## config.mk

```make
export PLATFORM = sky130hd
export DESIGN_NAME = atm_conn_matcher
export DESIGN_NICKNAME = d
export VERILOG_FILES = /design/src/rtl/atm_cm_pkg.sv /design/src/rtl/atm_cm_cmp.sv /design/src/rtl/atm_cm_first.sv /design/src/rtl/atm_conn_matcher.sv
export SDC_FILE = /design/constraint.sdc
export NUM_CORES = 2
export LEC_CHECK = 0
export BUFFER_PORTS_ARGS = -buffer_cell sky130_fd_sc_hd__buf_2
export CORE_ASPECT_RATIO = 1.5
export CORE_MARGIN = 8
export CORE_UTILIZATION = 25
export DETAILED_ROUTE_END_ITERATION = 8
export PLACE_DENSITY = 0.37
export SETUP_SLACK_MARGIN = 0.2
export SLEW_MARGIN = 20
export SYNTH_ARGS = -nofsm -noshare
export SYNTH_HDL_FRONTEND = slang
export SYNTH_HIERARCHICAL = 1
export SYNTH_SLANG_ARGS = --single-unit
```

## constraint.sdc

```tcl
create_clock -name clk_i -period 9.35 [get_ports clk_i]
set_input_delay 1.87 -clock clk_i [delete_from_list [all_inputs] [get_ports clk_i]]
set_output_delay 1.87 -clock clk_i [all_outputs]
set_load 0.1 [all_outputs]
```

## src/rtl/atm_cm_pkg.sv

```systemverilog
package atm_cm_pkg;
  localparam int VCI_W     = 16;
  localparam int VPI_W     = 12;
  localparam int UNI_VPI_W = 8;
  localparam int EXT_W     = 4;
  localparam int WORD_W    = 32;
  localparam int KEY_W     = EXT_W + VPI_W + VCI_W;
  localparam int ENTRY_W   = KEY_W + WORD_W;

  typedef enum logic [1:0] {
    OP_NOP    = 2'd0,
    OP_MATCH  = 2'd1,
    OP_INSERT = 2'd2,
    OP_DELETE = 2'd3
  } op_e;

  // same layout for stored key (entry 63:32) and probe key (cmd 31:0)
  typedef struct packed {
    logic [EXT_W-1:0] ext;
    logic [VPI_W-1:0] vpi;
    logic [VCI_W-1:0] vci;
  } key_t;

  typedef struct packed {
    key_t              key;
    logic [WORD_W-1:0] word;
  } entry_t;
endpackage

```

## src/rtl/atm_cm_cmp.sv

```systemverilog
module atm_cm_cmp
  import atm_cm_pkg::*;
(
  input  logic             valid_i,
  input  key_t             ent_i,
  input  key_t             probe_i,
  input  logic             uni_mode_i,
  input  logic [EXT_W-1:0] ext_cmp_i,
  output logic             exact_o,
  output logic             path_o,
  output logic             is_path_o
);
  logic vpi_eq, ext_eq, vci_eq;

  always_comb begin
    if (uni_mode_i) vpi_eq = (ent_i.vpi[UNI_VPI_W-1:0] == probe_i.vpi[UNI_VPI_W-1:0]);
    else            vpi_eq = (ent_i.vpi == probe_i.vpi);
  end

  assign ext_eq    = ~|((ent_i.ext ^ probe_i.ext) & ext_cmp_i);
  assign vci_eq    = (ent_i.vci == probe_i.vci);
  assign is_path_o = &ent_i.vci;
  assign exact_o   = valid_i & vpi_eq & ext_eq & vci_eq;
  assign path_o    = valid_i & vpi_eq & ext_eq & is_path_o;
endmodule

```

## src/rtl/atm_cm_first.sv

```systemverilog
module atm_cm_first #(
  parameter int N     = 16,
  parameter int IDX_W = (N > 1) ? $clog2(N) : 1
) (
  input  logic [N-1:0]     req_i,
  output logic             found_o,
  output logic [IDX_W-1:0] idx_o
);
  always_comb begin
    found_o = 1'b0;
    idx_o   = '0;
    for (int i = N - 1; i >= 0; i--) begin
      if (req_i[i]) begin
        found_o = 1'b1;
        idx_o   = IDX_W'(i);
      end
    end
  end

  // lowest requester is chosen
  always_comb begin
    if (found_o) begin
      lowest_pick_chk: assert (req_i[idx_o] && ((req_i & ((N'(1) << idx_o) - N'(1))) == '0));
    end
  end
endmodule

```

## src/rtl/atm_conn_matcher.sv

```systemverilog
module atm_conn_matcher
  import atm_cm_pkg::*;
#(
  parameter int ENTRIES = 16
) (
  input  logic                clk_i,
  input  logic                rst_ni,
  input  logic                uni_mode_i,
  input  logic [EXT_W-1:0]    ext_cmp_i,
  input  logic                cmd_valid_i,
  input  logic [1:0]          cmd_op_i,
  input  logic [ENTRY_W-1:0]  cmd_data_i,
  output logic                hit_o,
  output logic                vpc_o,
  output logic [WORD_W-1:0]   word_o
);
  localparam int IDX_W = (ENTRIES > 1) ? $clog2(ENTRIES) : 1;

  entry_t             ent_q [ENTRIES];
  logic [ENTRIES-1:0] val_q;

  op_e    op;
  entry_t cmd_ent;
  key_t   probe;
  logic   is_match, is_ins, is_del, new_is_path;

  assign op          = op_e'(cmd_op_i);
  assign cmd_ent     = entry_t'(cmd_data_i);
  assign is_match    = cmd_valid_i && (op == OP_MATCH);
  assign is_ins      = cmd_valid_i && (op == OP_INSERT);
  assign is_del      = cmd_valid_i && (op == OP_DELETE);
  assign probe       = (op == OP_MATCH) ? key_t'(cmd_data_i[KEY_W-1:0]) : cmd_ent.key;
  assign new_is_path = &cmd_ent.key.vci;

  logic [ENTRIES-1:0] exact_vec, path_vec, pathent_vec;

  for (genvar g = 0; g < ENTRIES; g++) begin : g_cmp
    atm_cm_cmp u_cmp (
      .valid_i    (val_q[g]),
      .ent_i      (ent_q[g].key),
      .probe_i    (probe),
      .uni_mode_i (uni_mode_i),
      .ext_cmp_i  (ext_cmp_i),
      .exact_o    (exact_vec[g]),
      .path_o     (path_vec[g]),
      .is_path_o  (pathent_vec[g])
    );
  end

  logic             ex_f, pa_f, fr_f;
  logic [IDX_W-1:0] ex_idx, pa_idx, fr_idx;

  atm_cm_first #(.N(ENTRIES), .IDX_W(IDX_W)) u_first_exact (
    .req_i(exact_vec), .found_o(ex_f), .idx_o(ex_idx));
  atm_cm_first #(.N(ENTRIES), .IDX_W(IDX_W)) u_first_path (
    .req_i(path_vec), .found_o(pa_f), .idx_o(pa_idx));
  atm_cm_first #(.N(ENTRIES), .IDX_W(IDX_W)) u_first_free (
    .req_i(~val_q), .found_o(fr_f), .idx_o(fr_idx));

  // update decision
  logic             wr_en, clr_en;
  logic [IDX_W-1:0] wr_idx, clr_idx;

  always_comb begin
    wr_en   = 1'b0;
    wr_idx  = ex_idx;
    clr_en  = 1'b0;
    clr_idx = ex_idx;
    if (is_ins) begin
      if (ex_f) begin
        wr_en = 1'b1;
      end else if (!new_is_path && pa_f) begin
        wr_en  = 1'b1;
        wr_idx = pa_idx;
      end else if (fr_f) begin
        wr_en  = 1'b1;
        wr_idx = fr_idx;
      end
    end else if (is_del) begin
      if (ex_f) begin
        clr_en = 1'b1;
      end else if (pa_f) begin
        clr_en  = 1'b1;
        clr_idx = pa_idx;
      end
    end
  end

  // lookup result: channel hit beats path hit
  logic             hit_d, vpc_d;
  logic [WORD_W-1:0] word_d;
  logic [IDX_W-1:0] win_idx;

  always_comb begin
    win_idx = ex_f ? ex_idx : pa_idx;
    hit_d   = is_match && (ex_f || pa_f);
    vpc_d   = hit_d && pathent_vec[win_idx];
    word_d  = hit_d ? ent_q[win_idx].word : '0;
  end

  always_ff @(posedge clk_i or negedge rst_ni) begin
    if (!rst_ni) begin
      val_q  <= '0;
      hit_o  <= 1'b0;
      vpc_o  <= 1'b0;
      word_o <= '0;
    end else begin
      hit_o  <= hit_d;
      vpc_o  <= vpc_d;
      word_o <= word_d;
      if (wr_en)  val_q[wr_idx]  <= 1'b1;
      if (clr_en) val_q[clr_idx] <= 1'b0;
    end
  end

  // entry contents carry no reset; validity gates them
  always_ff @(posedge clk_i) begin
    if (wr_en) ent_q[wr_idx] <= cmd_ent;
  end


  vpc_needs_hit_chk: assert property (@(posedge clk_i) disable iff (!rst_ni)
    vpc_o |-> hit_o);


  hit_after_match_chk: assert property (@(posedge clk_i) disable iff (!rst_ni)
    hit_o |-> $past(cmd_valid_i && (cmd_op_i == OP_MATCH)));


  ins_no_shrink_chk: assert property (@(posedge clk_i) disable iff (!rst_ni)
    is_ins |=> ($countones(val_q) >= $past($countones(val_q))));


  del_one_at_most_chk: assert property (@(posedge clk_i) disable iff (!rst_ni)
    is_del |=> (($countones(val_q) + 1 >= $past($countones(val_q)))
               && ($countones(val_q) <= $past($countones(val_q)))));


  table_hold_chk: assert property (@(posedge clk_i) disable iff (!rst_ni)
    !(is_ins || is_del) |=> $stable(val_q));
endmodule

```

# Word-level counts from Yosys, hierarchy flattened
# Memory sizes are Yosys's and may differ from the RTL's.
# Cells that the tools add are included.
# Widths: inputs -> output; s select.
# totals
ram_bits,1024
reg_bits,50
wordCells,361
out_inout_bits,34
in_bits,74
romBits,0
latchBits,0
n_memories,1
# op_classes
n_div,0
addsub,0
n_reduce_logical,59
n_eq_ne,51
n_lt_le_gt_ge,5
mul,0
n_mux,141
bitwise,100
shift,0
# mem_list
name,depth,word_bits,rd,rd_clocked_by_memory_dff,write_ports,line_no,rtl
ent_q,16,64,17,0,1,atm_conn_matcher.sv:19,entry_t ent_q [ENTRIES];
# ops
op,n
$reduce_and 16->1,17
$eq 16x16->1,16
$mux 4,57
$eq 12x12->1,16
$eq 8x8->1,16
$mux 1,77
$and 1x1->1,64
$and 4x4->4,16
$mux 32,2
$reduce_or 4->1,16
$xor 4x4->4,16
$mux 16,2
$not 16->16,2
$logic_not 1->1,17
$and 16x16->16,1
$or 16x16->16,1
$lt 4x5->1 const B,3
$demux 1 s4,2
$ge 4x1->1 const B,2
$logic_and 1x1->1,8
$bmux 1 s4,1
$eq 2x2->1 const B,2
$eq 2x1->1 const B,1
$logic_or 1x1->1,1

# Longest topological paths before layout
# logic_depth
word_depth,36
mapped_depth,19
ltp_nobuf,15

# Cells and area by module
# Netlist, hierarchy kept.
# modules_own_cells
mod,seq_area_each_um2,n_inst,area_per_inst_um2,cells_per_inst
atm_conn_matcher,32000.7,1,37534.7,1547
atm_cm_cmp,0.0,16,414.1,52
atm_cm_first,0.0,3,178.9,33

# Worst setup path before layout
# Ideal clock, no wire load.
# synth_path
path_kind,input-to-reg
start,input port cmd_op_i[0]
end,memory ent_q[6][0] (netlist bit) (enable)
stages,18
required_time_ns,8.823
arrival_ns,9.171
path_buffers,4
setup_ns,0.527
path_slack_ns,-0.348
path_cell_list,nor2b_1 -> clkbuf_1 -> clkbuf_1 -> mux2_2 -> xor2_1 -> a222oi_1 -> o21ai_1 -> nor3_2 -> nor4_2 -> and3_1 -> nand4_1 -> buf_2 -> nand4bb_1 -> buf_2 -> nor3_1 -> mux2i_1 -> nand3_1 -> nor4_2
# synth_lines
item,line_no,rtl
"start, declared",atm_conn_matcher.sv:11,"input logic [1:0] cmd_op_i,"
"end, declared",atm_conn_matcher.sv:19,

==> impl_metrics.csv <==
group,metric,value,unit
run_status,outcome,"finished clean",
setup_path,rr_startpoint,"ent_q[11][55]$_DFFE_PP_",
setup_path,crit_required,9750,ps
yosys,yosys_warnings,6,
floorplanning,rows,190,
grt,grt_pass1_wl,202300,um
yosys,async_flop_share,0.04655,
setup_path,endpoint_kind,"flip-flop",
clocking,clock-sinks,1074,
setup_path,cp-start-kind,"input port",
floorplanning,top_level_ports,108,
sta,finClkSkew,27.45,ps
power,peakVddDrop,0.1500,mV
clocking,cts_inserted_buffers,106,
clocking,ctsLongestPathBuffers,3,
floorplanning,initial_core_util,0.2510,
sta,setup_violations,0,
sta,period_needed,7452,ps
yosys,synth_top_family_by_area,"XOR/XNOR gates",
yosys,syn-cell-area,0.04470,mm^2
clocking,cts_root_buf,"clkbuf_16",
setup_path,cp-endpoint,"ent_q[2][34]$_DFFE_PP_",
setup_path,crit_arrival,7850,ps
sta,worst_slew_pin_slew,1045,ps
routing,drc,0,
job,maxCapViolations,0,
placement,port_buffers,107,
sta,max_freq,0.1342,GHz
clocking,htreeDepth,3,
layout,area_delta_synth_final,18.65,%
grt,globalRouteOverflowTotal,0,
sta,hold_viol,0,
yosys,synth.ff_latch_count,1074,
sta,relSlewSlack,0.2882,
yosys,synth.mux.area_fraction,0.08524,
setup_path,startpoint,"cmd_op_i[0]",
yosys,netlist_instances,2478,
yosys,yosys.area_share.simple,0.05859,
sta,grt_setup_unrepaired,"no",
grt,grt_max_degree,67,
floorplanning,die-area,0.1929,mm^2
clocking,cts-resized-gates,0,
yosys,synth_fa_ha_area_frac,0,
hold_path,hp-class,"reg -> reg",
yosys,synth-main-ff-cell,"edfxtp_1",
layout,fin_cells,5160,
placement,dpl.cell_count,4950,
setup_path,critPathKind,"in -> reg",
power,leakage,17.44,nW
grt,grtUsageTotal,0.1469,
grt,first_global_vias,25390,
clocking,ctsHoldBuffers,0,
grt,antenna_found_initial,42,
placement,gp_congestion,0.8205,
placement,dpl.hpwl,92560,um
layout,nNetsFinal,2828,
routing,routed_wl,144600,um
power,total_power,10.28,mW
yosys,synth-edff-count,1024,
floorplanning,die_w,361.2,um
setup_path,r2r_slack,4010,ps
routing,ant_nets,0,
floorplanning,die_h,533.9,um
clocking,cts_tree,"yes",
yosys,synthDistinctLibCells,53,
sta,fin_crit_sh,0.7970,
layout,drive_gt1_frac,0.2218,
sta,fin_setup_tns,0,ps
yosys,synth_compound_area_frac,0.02981,
power,power.density,193.9,mW/mm^2
routing,firstDrtPassIters,5,
setup_path,r2r_cells,13,
routing,drtIter0Drc,1611,
clocking,clk_pin_slew,60,ps
routing,viasPerCell,4.632,
yosys,syn_avg_cell_area,18.04,um^2
sta,final_max_slew_viol_count,0,
yosys,synth-xor-area-share,0.1003,
yosys,yosysSeqAreaShare,0.7159,
yosys,syn-num-nets,2552,
clocking,post-cts-setup-buffer-count,0,
floorplanning,coreArea,0.1781,mm^2
routing,wl_per_cell,28.03,um
routing,vias,23900,
setup_path,reg2reg_to,"ent_q[2][34]$_DFFE_PP_",
clocking,clk_latency,710,ps
setup_path,cp_max_fo,33,
==> worst min-delay path by stage <==
stage / from / end / slack, ps / cells after the start
after global placement: val_q[12]$_DFF_PN0_ / val_q[12]$_DFF_PN0_ / 510 / 1
final: val_q[12]$_DFF_PN0_ / val_q[12]$_DFF_PN0_ / 520 / 1
after detailed placement: val_q[12]$_DFF_PN0_ / val_q[12]$_DFF_PN0_ / 510 / 1
after CTS: val_q[12]$_DFF_PN0_ / val_q[12]$_DFF_PN0_ / 530 / 1
after global routing: val_q[12]$_DFF_PN0_ / val_q[12]$_DFF_PN0_ / 560 / 1
after floorplan: val_q[12]$_DFF_PN0_ / val_q[12]$_DFF_PN0_ / 480 / 1
==> report_power, final <==
part	internal, mW	switching [mW]	total (mW)
Clock	2.58	1.89	4.47
Combinational	0.146	0.363	0.509
Sequential	5.29	0.0121	5.30
==> critical path, cell delays in order <==
cell     delay (ps)
buf_2           130
nor2b_4         170
buf_12          270
mux2_2          610
xor2_1          260
nor4_1          700
nand3_1         370
nor3b_2         460
nor4_2           80
and3_1          210
nand4_1         270
o41ai_4         220
a21oi_2         340
o22a_1          580
nand2_1         260
nor2_4          710
buf_12          260
==> layer usage <==
layer / global-route usage / vias up / share of wire
met3: 0.02063 / 194 / 0.037
met5: 0 / - / 0.00096
li1: - / 10440 / -
met1: 0.1740 / 12720 / 0.40
met4: 0.04322 / 20 / 0.027
met2: 0.2739 / 531 / 0.53
==> synth_stat cells (all sizes together), types with 23 or more instances <==
master	count	area share
a211oi	82	0.014
buf	27	0.0037
clkbuf	29	0.0024
dfrtp	50	0.028
edfxtp	1024	0.69
inv	47	0.0039
mux2	36	0.0092
mux2i	42	0.0095
mux4	132	0.067
nand2	23	0.0019
nand4	89	0.013
nor2	28	0.0024
nor2b	39	0.0055
nor3	41	0.0064
nor4	127	0.020
xor2	512	0.10
==> sequential cells by signal, summed over array words and instances (netlist names) <==
register,count
vpc_o,1
word_o,32
hit_o,1
ent_q,1024
val_q,16
==> cell usage in the layout, fill, tap and decap left out, drive strengths merged, types with 11 or more instances in the layout <==
cell type  instances
a211oi            82
a21oi             18
a222oi            16
buf              224
bufinv            14
clkbuf           143
clkinv            33
dfrtp             50
diode             11
edfxtp          1024
inv               51
mux2              36
mux2i             42
mux4             132
nand2             23
nand3             22
nand4             89
nor2              28
nor2b             39
nor3              41
nor3b             20
nor4             127
o21ai             20
o22a              11
xor2             512
==> final cells by class <==
class | count | area [um^2]
Tap cell | 2304 | 2883
Multi-Input combinational cell | 1301 | 12500
Antenna cell | 11 | 27.53
Timing Repair Buffer | 224 | 1833
Inverter | 47 | 181.4
Clock inverter | 56 | 694.4
Sequential cell | 1074 | 32000
Fill cell | 17370 | 125000
Clock buffer | 143 | 2915
==> metrics by stage <==
stage	worst slack [ps]	hold WS (ps)	area [um^2]	utilization
after global placement	1148	514.9	49350	0.2772
after detailed placement	997.3	512.0	49390	0.2774
after CTS	1774	527.0	53000	0.2977
after floorplan	-347.9	482.3	44700	-
after global routing	1598	555.3	53020	0.2978
final	1898	522.8	53030	0.2979
==> cells by family after synthesis <==
group                  count (synthesis)
AND/OR/NAND/NOR                      404
XOR/XNOR                             512
flip-flops                          1074
buffers and inverters                103
multiplexers                         210
AO/OA/AOI/OAI                        175
(Power assumes the default switching activity.)
